## config.mk

```make
export PLATFORM = sky130hd
export DESIGN_NAME = xcvr_mode_seq
export DESIGN_NICKNAME = d
export VERILOG_FILES = /design/src/rtl/xcvr_seq_pkg.sv /design/src/rtl/xcvr_seq_wait.sv /design/src/rtl/xcvr_seq_cfgcalc.sv /design/src/rtl/xcvr_mode_seq.sv
export SDC_FILE = /design/constraint.sdc
export NUM_CORES = 1
export LEC_CHECK = 0
export BUFFER_PORTS_ARGS = -buffer_cell sky130_fd_sc_hd__buf_2
export CORE_UTILIZATION = 56
export CTS_CLUSTER_SIZE = 25
export DETAILED_ROUTE_END_ITERATION = 10
export PLACE_DENSITY = 0.95
export SLEW_MARGIN = 25
export SYNTH_ARGS = -nofsm -noshare
export SYNTH_HDL_FRONTEND = slang
export SYNTH_SLANG_ARGS = --single-unit
```

## constraint.sdc

```tcl
create_clock -name clk -period 5.3 [get_ports clk]
set_input_delay 0.265 -clock clk [delete_from_list [all_inputs] [get_ports clk]]
set_output_delay 0.265 -clock clk [all_outputs]
set_load 0.005 [all_outputs]
```

## src/rtl/xcvr_seq_pkg.sv

```systemverilog
package xcvr_seq_pkg;

    typedef enum logic [2:0] {
        OP_RX      = 3'd0,
        OP_TX      = 3'd1,
        OP_PWR_ON  = 3'd2,
        OP_PWR_OFF = 3'd3,
        OP_SEND    = 3'd4
    } op_e;

    typedef enum logic [3:0] {
        ST_IDLE, ST_CE_LO, ST_FL_RX, ST_FL_TX, ST_CLR, ST_RD, ST_DEC,
        ST_WR, ST_CE_HI, ST_FL_TX2, ST_PAY, ST_PULSE_HI, ST_PULSE_LO
    } st_e;

    typedef struct packed {
        logic [7:0] cmd;
        logic [7:0] wdata;
    } spi_op_t;

    localparam logic [7:0] CMD_WR_REG   = 8'h20;
    localparam logic [7:0] CMD_WR_PAY   = 8'hA0;
    localparam logic [7:0] CMD_FLUSH_TX = 8'hE1;
    localparam logic [7:0] CMD_FLUSH_RX = 8'hE2;
    localparam logic [7:0] ADDR_CFG     = 8'h00;
    localparam logic [7:0] ADDR_STAT    = 8'h07;
    localparam logic [7:0] IRQ_ALL      = 8'h70;
    localparam int         ROLE_BIT     = 0;
    localparam int         PWR_BIT      = 1;

    function automatic logic op_acceptable(input logic [2:0] code,
                                           input int unsigned len,
                                           input int unsigned max_len);
        if (code > 3'd4) return 1'b0;
        if (code == OP_SEND) return (len != 0) && (len <= max_len);
        return 1'b1;
    endfunction

endpackage

```

## src/rtl/xcvr_seq_wait.sv

```systemverilog
module xcvr_seq_wait #(
    parameter int WAIT_CYC = 500
) (
    input  logic clk,
    input  logic rst,
    input  logic en,
    output logic hit
);
    localparam int CNT_W = $clog2(WAIT_CYC + 1);

    logic [CNT_W-1:0] cnt_q;

    assign hit = en && (cnt_q == CNT_W'(WAIT_CYC - 1));

    always_ff @(posedge clk) begin
        if (rst || !en || hit) cnt_q <= '0;
        else                   cnt_q <= cnt_q + 1'b1;
    end

    AST_WAIT_BOUND: assert property (@(posedge clk) disable iff (rst)
        cnt_q < CNT_W'(WAIT_CYC));
endmodule

```

## src/rtl/xcvr_seq_cfgcalc.sv

```systemverilog
module xcvr_seq_cfgcalc
    import xcvr_seq_pkg::*;
(
    input  op_e        op,
    input  logic [7:0] cfg_rd,
    output logic       skip,
    output logic [7:0] cfg_wr
);
    always_comb begin
        skip   = 1'b0;
        cfg_wr = cfg_rd;
        unique case (op)
            OP_RX: begin
                skip             = cfg_rd[ROLE_BIT];
                cfg_wr[ROLE_BIT] = 1'b1;
            end
            OP_TX, OP_SEND: begin
                skip             = !cfg_rd[ROLE_BIT];
                cfg_wr[ROLE_BIT] = 1'b0;
            end
            OP_PWR_ON:  cfg_wr[PWR_BIT] = 1'b1;
            OP_PWR_OFF: cfg_wr[PWR_BIT] = 1'b0;
            default: ;
        endcase
    end
endmodule

```

## src/rtl/xcvr_mode_seq.sv

```systemverilog
module xcvr_mode_seq
    import xcvr_seq_pkg::*;
#(
    parameter int WAIT_CYC = 500,
    parameter int MAX_PAY  = 32,
    parameter int LEN_W    = $clog2(MAX_PAY + 1)
) (
    input  logic             clk,
    input  logic             rst,
    input  logic             op_valid,
    input  logic [2:0]       op_code,
    input  logic [LEN_W-1:0] op_len,
    output logic             busy,
    output logic             done,
    output logic             ce,
    output logic             spi_req,
    output logic [7:0]       spi_cmd,
    output logic [LEN_W-1:0] spi_len,
    output logic [7:0]       spi_wdata,
    input  logic             spi_wtake,
    input  logic             spi_done,
    input  logic [7:0]       spi_rbyte,
    input  logic [7:0]       pay_data,
    output logic             pay_pop
);
    st_e              state_q, state_d;
    op_e              op_q;
    logic [LEN_W-1:0] len_q;
    logic [7:0]       cfg_q, cfg_new;
    logic             ce_q, done_q, skip, wait_en, wait_hit;
    spi_op_t          sop;

    xcvr_seq_wait #(.WAIT_CYC(WAIT_CYC)) wait_i (
        .clk(clk), .rst(rst), .en(wait_en), .hit(wait_hit)
    );

    xcvr_seq_cfgcalc calc_i (
        .op(op_q), .cfg_rd(cfg_q), .skip(skip), .cfg_wr(cfg_new)
    );

    assign wait_en = (state_q == ST_CE_LO) || (state_q == ST_CE_HI) ||
                     (state_q == ST_PULSE_HI) || (state_q == ST_PULSE_LO);

    always_comb begin
        state_d = state_q;
        unique case (state_q)
            ST_IDLE:
                if (op_valid && op_acceptable(op_code, int'(op_len), MAX_PAY))
                    state_d = ST_CE_LO;
            ST_CE_LO:    if (wait_hit) state_d = ST_FL_RX;
            ST_FL_RX:    if (spi_done) state_d = ST_FL_TX;
            ST_FL_TX:    if (spi_done) state_d = ST_CLR;
            ST_CLR:      if (spi_done) state_d = ST_RD;
            ST_RD:       if (spi_done) state_d = ST_DEC;
            ST_DEC:
                if (!skip)                state_d = ST_WR;
                else if (op_q == OP_SEND) state_d = ST_FL_TX2;
                else                      state_d = ST_IDLE;
            ST_WR:
                if (spi_done) begin
                    if (op_q == OP_RX)        state_d = ST_CE_HI;
                    else if (op_q == OP_SEND) state_d = ST_FL_TX2;
                    else                      state_d = ST_IDLE;
                end
            ST_CE_HI:    if (wait_hit) state_d = ST_IDLE;
            ST_FL_TX2:   if (spi_done) state_d = ST_PAY;
            ST_PAY:      if (spi_done) state_d = ST_PULSE_HI;
            ST_PULSE_HI: if (wait_hit) state_d = ST_PULSE_LO;
            ST_PULSE_LO: if (wait_hit) state_d = ST_IDLE;
            default:     state_d = ST_IDLE;
        endcase
    end

    always_comb begin
        sop     = '{cmd: 8'h00, wdata: 8'h00};
        spi_req = 1'b1;
        spi_len = LEN_W'(1);
        unique case (state_q)
            ST_FL_RX:  sop.cmd = CMD_FLUSH_RX;
            ST_FL_TX,
            ST_FL_TX2: sop.cmd = CMD_FLUSH_TX;
            ST_CLR:    sop = '{cmd: CMD_WR_REG | ADDR_STAT, wdata: IRQ_ALL};
            ST_RD:     sop.cmd = ADDR_CFG;
            ST_WR:     sop = '{cmd: CMD_WR_REG | ADDR_CFG, wdata: cfg_new};
            ST_PAY: begin
                sop     = '{cmd: CMD_WR_PAY, wdata: pay_data};
                spi_len = len_q;
            end
            default:   spi_req = 1'b0;
        endcase
    end

    assign spi_cmd   = sop.cmd;
    assign spi_wdata = sop.wdata;
    assign pay_pop   = (state_q == ST_PAY) && spi_wtake;
    assign busy      = (state_q != ST_IDLE);
    assign done      = done_q;
    assign ce        = ce_q;

    always_ff @(posedge clk) begin
        if (rst) begin
            state_q <= ST_IDLE;
            op_q    <= OP_RX;
            len_q   <= '0;
            cfg_q   <= '0;
            ce_q    <= 1'b0;
            done_q  <= 1'b0;
        end else begin
            state_q <= state_d;
            done_q  <= (state_q != ST_IDLE) && (state_d == ST_IDLE);
            if (state_q == ST_IDLE && state_d != ST_IDLE) begin
                op_q  <= op_e'(op_code);
                len_q <= op_len;
            end
            if (state_q == ST_RD && spi_done) cfg_q <= spi_rbyte;
            if (state_d != state_q) begin
                if (state_d == ST_CE_LO || state_d == ST_PULSE_LO) ce_q <= 1'b0;
                if (state_d == ST_CE_HI || state_d == ST_PULSE_HI) ce_q <= 1'b1;
            end
        end
    end

    AST_IDLE_QUIET: assert property (@(posedge clk) disable iff (rst)
        !busy |-> !spi_req && !pay_pop);
    AST_DONE_PULSE: assert property (@(posedge clk) disable iff (rst)
        done |=> !done);
    AST_REQ_HOLD: assert property (@(posedge clk) disable iff (rst)
        spi_req && !spi_done |=> spi_req && $stable(spi_cmd));
    AST_PAY_CE_LOW: assert property (@(posedge clk) disable iff (rst)
        spi_req && spi_cmd == CMD_WR_PAY |-> !ce);
    AST_POP_IN_PAYLOAD: assert property (@(posedge clk) disable iff (rst)
        pay_pop |-> spi_req && spi_cmd == CMD_WR_PAY);
    AST_RX_SETS_ROLE: assert property (@(posedge clk) disable iff (rst)
        spi_req && spi_cmd == (CMD_WR_REG | ADDR_CFG) && op_q == OP_RX
        |-> spi_wdata[ROLE_BIT]);
endmodule

```

==> impl_metrics.ini, run 1 <==
[setup_path]
path_delay_family = compound AO/OA/AOI/OAI gates
startpoint_type = flip-flop
reg2reg_depth = 7
cp-end-kind = flip-flop
arrival_ps = 3220
cp_slowest_stage_delay_ps = 630
cp_num_buf_inv = 0
worstPathCellList = nor4_4 -> nand2_1 -> or3_1 -> o22ai_2 -> a2111oi_4 -> mux2_4 -> a32o_2
cpMaxStageDelayCell = dfxtp_1
criticalPathCategory = flip-flop to flip-flop
crit_fanout = 28
cp.depth = 7
crit_required_ps = 5550

[pwr]
powerDensity_nw_per_um2 = 219
finalPower_mw = 0.500
p_leak_nw = 1.03
peakVddDrop_v = 0.000166

[route]
vias_per_cell = 5.87
num_vias = 1955
wl_per_cell_um = 14.3
dr.pass1.iters = 4
drcViolationCount = 0
ant_nets = 0
detail_route.wirelength_mm = 4.76
drt-initial-drc-count = 142

[place]
place.detailed.hpwl_mm = 3.29
gp_congestion = 0.926
numPortBuffers = 54
placed_cell_area_um2 = 2210

[final_layout]
fillCellCount = 299
fin_area_um2 = 2290
area_growth_pct = 15.1
final_nets = 317
multiInputGateArea_um2 = 1220
diodes = 0
layout-drive-gt1-share_pct = 26.1
regArea_um2 = 642
final_core_util_pct = 68.0

[global_routing]
grt_use_met2_pct = 41.2
busiest_layer = met2
met1_usage_pct = 34.1
grt_max_degree = 38
grt_use_total_pct = 26.2
grt_util_met3_pct = 7.35
grt_pass1_vias = 1633
overflow = 0
grt_pass1_wl_mm = 7.30
antenna_found_initial = 0

[synthesis]
yosysTopAreaCellShare_pct = 32.2
ys_ff_latch = 32
ys_types = 55
synth_commonest_cells = 47 x nor2_1, 32 x dfxtp_1, 18 x mux2i_1
synthCells = 245
synth_flop_cell = dfxtp_1
ys_warn_count = 0
synthTopCellsByArea = dfxtp_1 32%, mux2i_1 9.1%, nor2_1 8.9%
synth_edf_count = 0
avgSynthCellArea_um2 = 8.11
ys_seq_area_share_pct = 32.2
synth_async_sr_flop_share_pct = 0
yosysTopAreaCell = dfxtp_1
synthesis.area_um2 = 1990
yosysMostFrequentCell = nor2_1

[outcome]
status = finished clean

[sta]
finalHoldWorstSlack_ps = 146
fin_crit_ps = 2970
min_period_over_period_pct = 56.1
fmax_ghz = 0.336
hold_violations = 0
setup_viol = 0
rsz0062_at_grt = no
report.final.slew_viol_count = 0
slew_headroom_pct = 37.2
tightest_slew_ps = 941
finalSetupTns_ps = 0
finClkSkew_ps = 15.3

[clocking]
hold_buffers = 0
clock_latency_ps = 340
cts_buffers = 5
path_clk_slew_ps = 110
clock_path_buffers = 2
cts_sinks = 32
cts_tree = done
cts_root_buffer = clkbuf_4
cts-resized-gates = 0
cts_setup_buffers = 0
htree_levels = 2

[min_path]
hp-class = primary input to flip-flop
hold_depth = 3

[die]
start_util_pct = 59.1
core_area_um2 = 3360
fp.dieH_um = 61.6
die_x_um = 61.6
io_pins = 57
rows = 21
fp.dieArea_um2 = 3790

[run]
max-cap-violations = 0
[cells by family (layout without fill, tap and decap cells)]
group / count (synthesis) / in the layout / synth area share [%]
AO/OA/AOI/OAI: 44 / 44 / 16.6
XOR/XNOR: 11 / 11 / 5.23
adder cells (fa/ha/maj): 1 / 1 / 0.630
buffers and inverters: 26 / 67 / 6.61
flip-flops: 32 / 32 / 32.2
multiplexers: 20 / 20 / 10.4
other: 1 / 2 / 0.189
AND/OR/NAND/NOR: 110 / 110 / 28.1
[path summary, 6_finish.rpt]
kind                                       from              end  slack [ps]
worst max-delay path                 state_q[0]               ce        2330
worst min-delay path               spi_rbyte[4]         cfg_q[4]         150
worst max register to register       state_q[0]               ce        2330
worst min register to register  wait_i.cnt_q[0]  wait_i.cnt_q[0]         450
[power breakdown]
| group | internal, mW | switching (mW) | total, mW |
|---|---|---|---|
| Clock | 0.0983 | 0.0901 | 0.188 |
| Combinational | 0.0265 | 0.0287 | 0.0552 |
| Sequential | 0.246 | 0.0102 | 0.256 |
| Total | 0.371 | 0.129 | 0.500 |
[metrics by stage]
step	std cells	setup WS, ps
after floorplan	246	3060
after global placement	325	2400
after detailed placement	325	2300
after CTS	333	2310
after global routing	333	2160
final	333	2330
[cell usage in the layout (no fill, tap or decap), drive strengths merged, types with 2 or more instances in the layout]
| master | n |
|---|---|
| buf | 54 |
| nor2 | 48 |
| dfxtp | 32 |
| mux2i | 18 |
| nand2 | 16 |
| and3 | 9 |
| o21ai | 8 |
| xnor2 | 7 |
| nor2b | 6 |
| a21oi | 6 |
| nand3 | 6 |
| inv | 5 |
| nand4 | 5 |
| clkbuf | 5 |
| a31oi | 4 |
| nor3 | 4 |
| a21boi | 4 |
| nand2b | 4 |
| xor2 | 4 |
| a22oi | 3 |
| nand3b | 3 |
| o22ai | 3 |
| o211ai | 2 |
| or3 | 2 |
| conb | 2 |
| mux2 | 2 |
| a2111oi | 2 |
| nor4 | 2 |
| a211oi | 2 |
[flip-flops by register name, summed over array words and instances, names as in the netlist]
| name | cells |
|---|---|
| len_q | 6 |
| ce | 1 |
| state_q | 4 |
| done | 1 |
| op_q | 3 |
| wait_i.cnt_q | 9 |
| cfg_q | 8 |
[cell type report]
class	instances	area share, %
clock buffer	5	1.64
clock inverter	3	1.86
inverter	5	0.821
multi-input combinational	188	53.3
sequential	32	28.1
tap	46	2.52
timing repair buffer	54	11.8
[tightest hold or removal path, delay by kind of cell]
kind,cells,cell delay [ps]
buffers and inverters,1,70
muxes,1,50
and+or+nand+nor,1,70
[metal layers]
| layer | share of wire, % | routed length, µm |
|---|---|---|
| met2 | 50 | 2380 |
| met4 | 1.8 | 87 |
| met3 | 6.1 | 288 |
| met5 | 0 | 0 |
| met1 | 42 | 2010 |
Note: power is estimated with default switching activity, not from simulation.
==> run 2, diff against run 1 <==
CORE_UTILIZATION = 52   (was 56)
PLACE_DENSITY = 0.91   (was 0.95)
clock period = 2.94 ns   (was 5.3 ns; I/O delays follow)
==> run 2 against run 1 <==
Against the previous run:
- clock skew down 10 ps
- sequential share of layout area down 1.1 points
- total power up 100%
- sequential power up 78%
- critical endpoint unchanged
- final cell count up 2.1%
- combinational power up 97%
- worst hold slack worse by 42 ps
- core utilization down 3.2 points
==> impl_metrics.ini, run 2 (same netlist as run 1, synthesis figures left out) <==
[outcome]
status = finished clean

[route]
dr.pass1.iters = 4
wl_per_cell_um = 13.0
vias_per_cell = 5.58
ant_nets = 0
drt-initial-drc-count = 146
detail_route.wirelength_mm = 4.43
num_vias = 1898
drcViolationCount = 0

[setup_path]
cp_slowest_stage_delay_ps = 440
r2r_start = wait_i.cnt_q[0]
r2r-end = ce
cpMaxStageDelayCell = a2111oi_4
worstPathCellList = ha_1 -> nor4bb_1 -> nand3_1 -> a21oi_1 -> o31ai_1 -> a2111oi_4 -> mux2_4 -> a32o_2
startpoint_type = flip-flop
reg2reg_depth = 8
reg2reg_slack_ps = 410
endpoint = ce
arrival_ps = 2700
crit_fanout = 3
crit_start = wait_i.cnt_q[0]
crit_required_ps = 3120
cp-end-kind = flip-flop
criticalPathCategory = flip-flop to flip-flop

[final_layout]
largest_register_ffs = 9
layout_common_cells = 54 x buf_2, 47 x nor2_1, 32 x dfxtp_1
area_growth_pct = 19.4
final_nets = 322
fillCellCount = 314
final_common_cell = buf_2
top_regs = wait_i.cnt_q: 9 flops, cfg_q: 8 flops, len_q: 6 flops
regMostFlops = wait_i.cnt_q
layout-drive-gt1-share_pct = 27.1
final_cells = 340
diodes = 0
fin_area_um2 = 2370

[pwr]
p_leak_nw = 1.08
peakVddDrop_v = 0.000320
powerDensity_nw_per_um2 = 428

[clocking]
cts-resized-gates = 0
htree_levels = 2
path_clk_slew_ps = 70
hold_buffers = 0
clock_latency_ps = 280
cts_root_buffer = clkbuf_8
cts_sinks = 32
cts_tree = done
cts_setup_buffers = 0
clock_path_buffers = 2
cts_buffers = 5

[run]
max-cap-violations = 0

[global_routing]
grt_pass1_wl_mm = 7.63
antenna_found_initial = 0
grt_pass1_vias = 1785
grt_use_total_pct = 23.6
overflow = 0
grt_max_degree = 25

[place]
placed_cell_area_um2 = 2250
place.detailed.hpwl_mm = 3.19
dpl.cell_count = 332
numPortBuffers = 54
gp_congestion = 0.907

[die]
io_pins = 57
fp.dieArea_um2 = 4070
die_x_um = 63.8
start_util_pct = 54.3
rows = 22
core_area_um2 = 3660
fp.dieH_um = 63.8

[sta]
report.final.slew_viol_count = 0
rsz0062_at_grt = no
fmax_ghz = 0.396
tightest_slew_ps = 766
finalSetupTns_ps = 0
hold_violations = 0
slew_headroom_pct = 48.7
finClkSkew_ps = 4.80
setup_viol = 0
min_period_over_period_pct = 86.0
fin_crit_ps = 2530

[min_path]
hp-class = primary input to flip-flop
-- run 2: where the power goes --
group	leakage [nW]	internal, mW	switching (mW)
clock network	0.0645	0.299	0.153
registers	0.259	0.444	0.0111
logic	0.756	0.0503	0.0584
total	1.08	0.793	0.223
-- run 2: worst max-delay path: cells and delay by family (launching register included) --
| family | cells | cell delay, ps |
|---|---|---|
| multiplexers | 1 | 340 |
| adder cells (fa/ha/maj) | 1 | 200 |
| AND/OR/NAND/NOR | 2 | 480 |
| flip-flops | 1 | 350 |
| AO/OA/AOI/OAI | 4 | 1050 |
-- run 2: final cells by class --
cell class	instances	area (µm²)	share of cell area, %
well taps	48	60.1	2.53
inverters	5	18.8	0.791
clock buffers	7	96.3	4.06
clock inverters	1	30.0	1.27
flip-flops and latches	32	641	27.0
multi-input cells	188	1220	51.4
repair buffers	59	308	13.0
-- run 2: worst min-delay path by stage --
| stage | startpoint | end | depth (start not counted) |
|---|---|---|---|
| final | spi_rbyte[6] | cfg_q[6] | 3 |
| after floorplan | rst | cfg_q[7] | 1 |
| after global placement | spi_rbyte[0] | cfg_q[0] | 3 |
| after detailed placement | spi_rbyte[6] | cfg_q[6] | 3 |
| after global routing | spi_rbyte[6] | cfg_q[6] | 3 |
| after CTS | spi_rbyte[6] | cfg_q[6] | 3 |
-- run 2: stage by stage --
step           power [mW]  hold WS, ps  utilization [%]  setup slack (ps)
2_1_floorplan       0.540          219                -               702
3_3_place_gp        0.568          379             61.3               605
5_1_grt              1.06          114             64.8               196
4_1_cts              1.03         97.3             64.8               421
6_report             1.02          104             64.8               412
3_5_place_dp        0.572          387             61.3               480
-- run 2: metal layers --
| layer | vias to the layer above | track usage [%] | share of wire [%] |
|---|---|---|---|
| met5 | - | 0 | 0 |
| met3 | 12 | 4.82 | 6.1 |
| li1 | 943 | - | - |
| met4 | 0 | 10.8 | 2.1 |
| met1 | 868 | 29.6 | 45 |
| met2 | 75 | 38.7 | 47 |
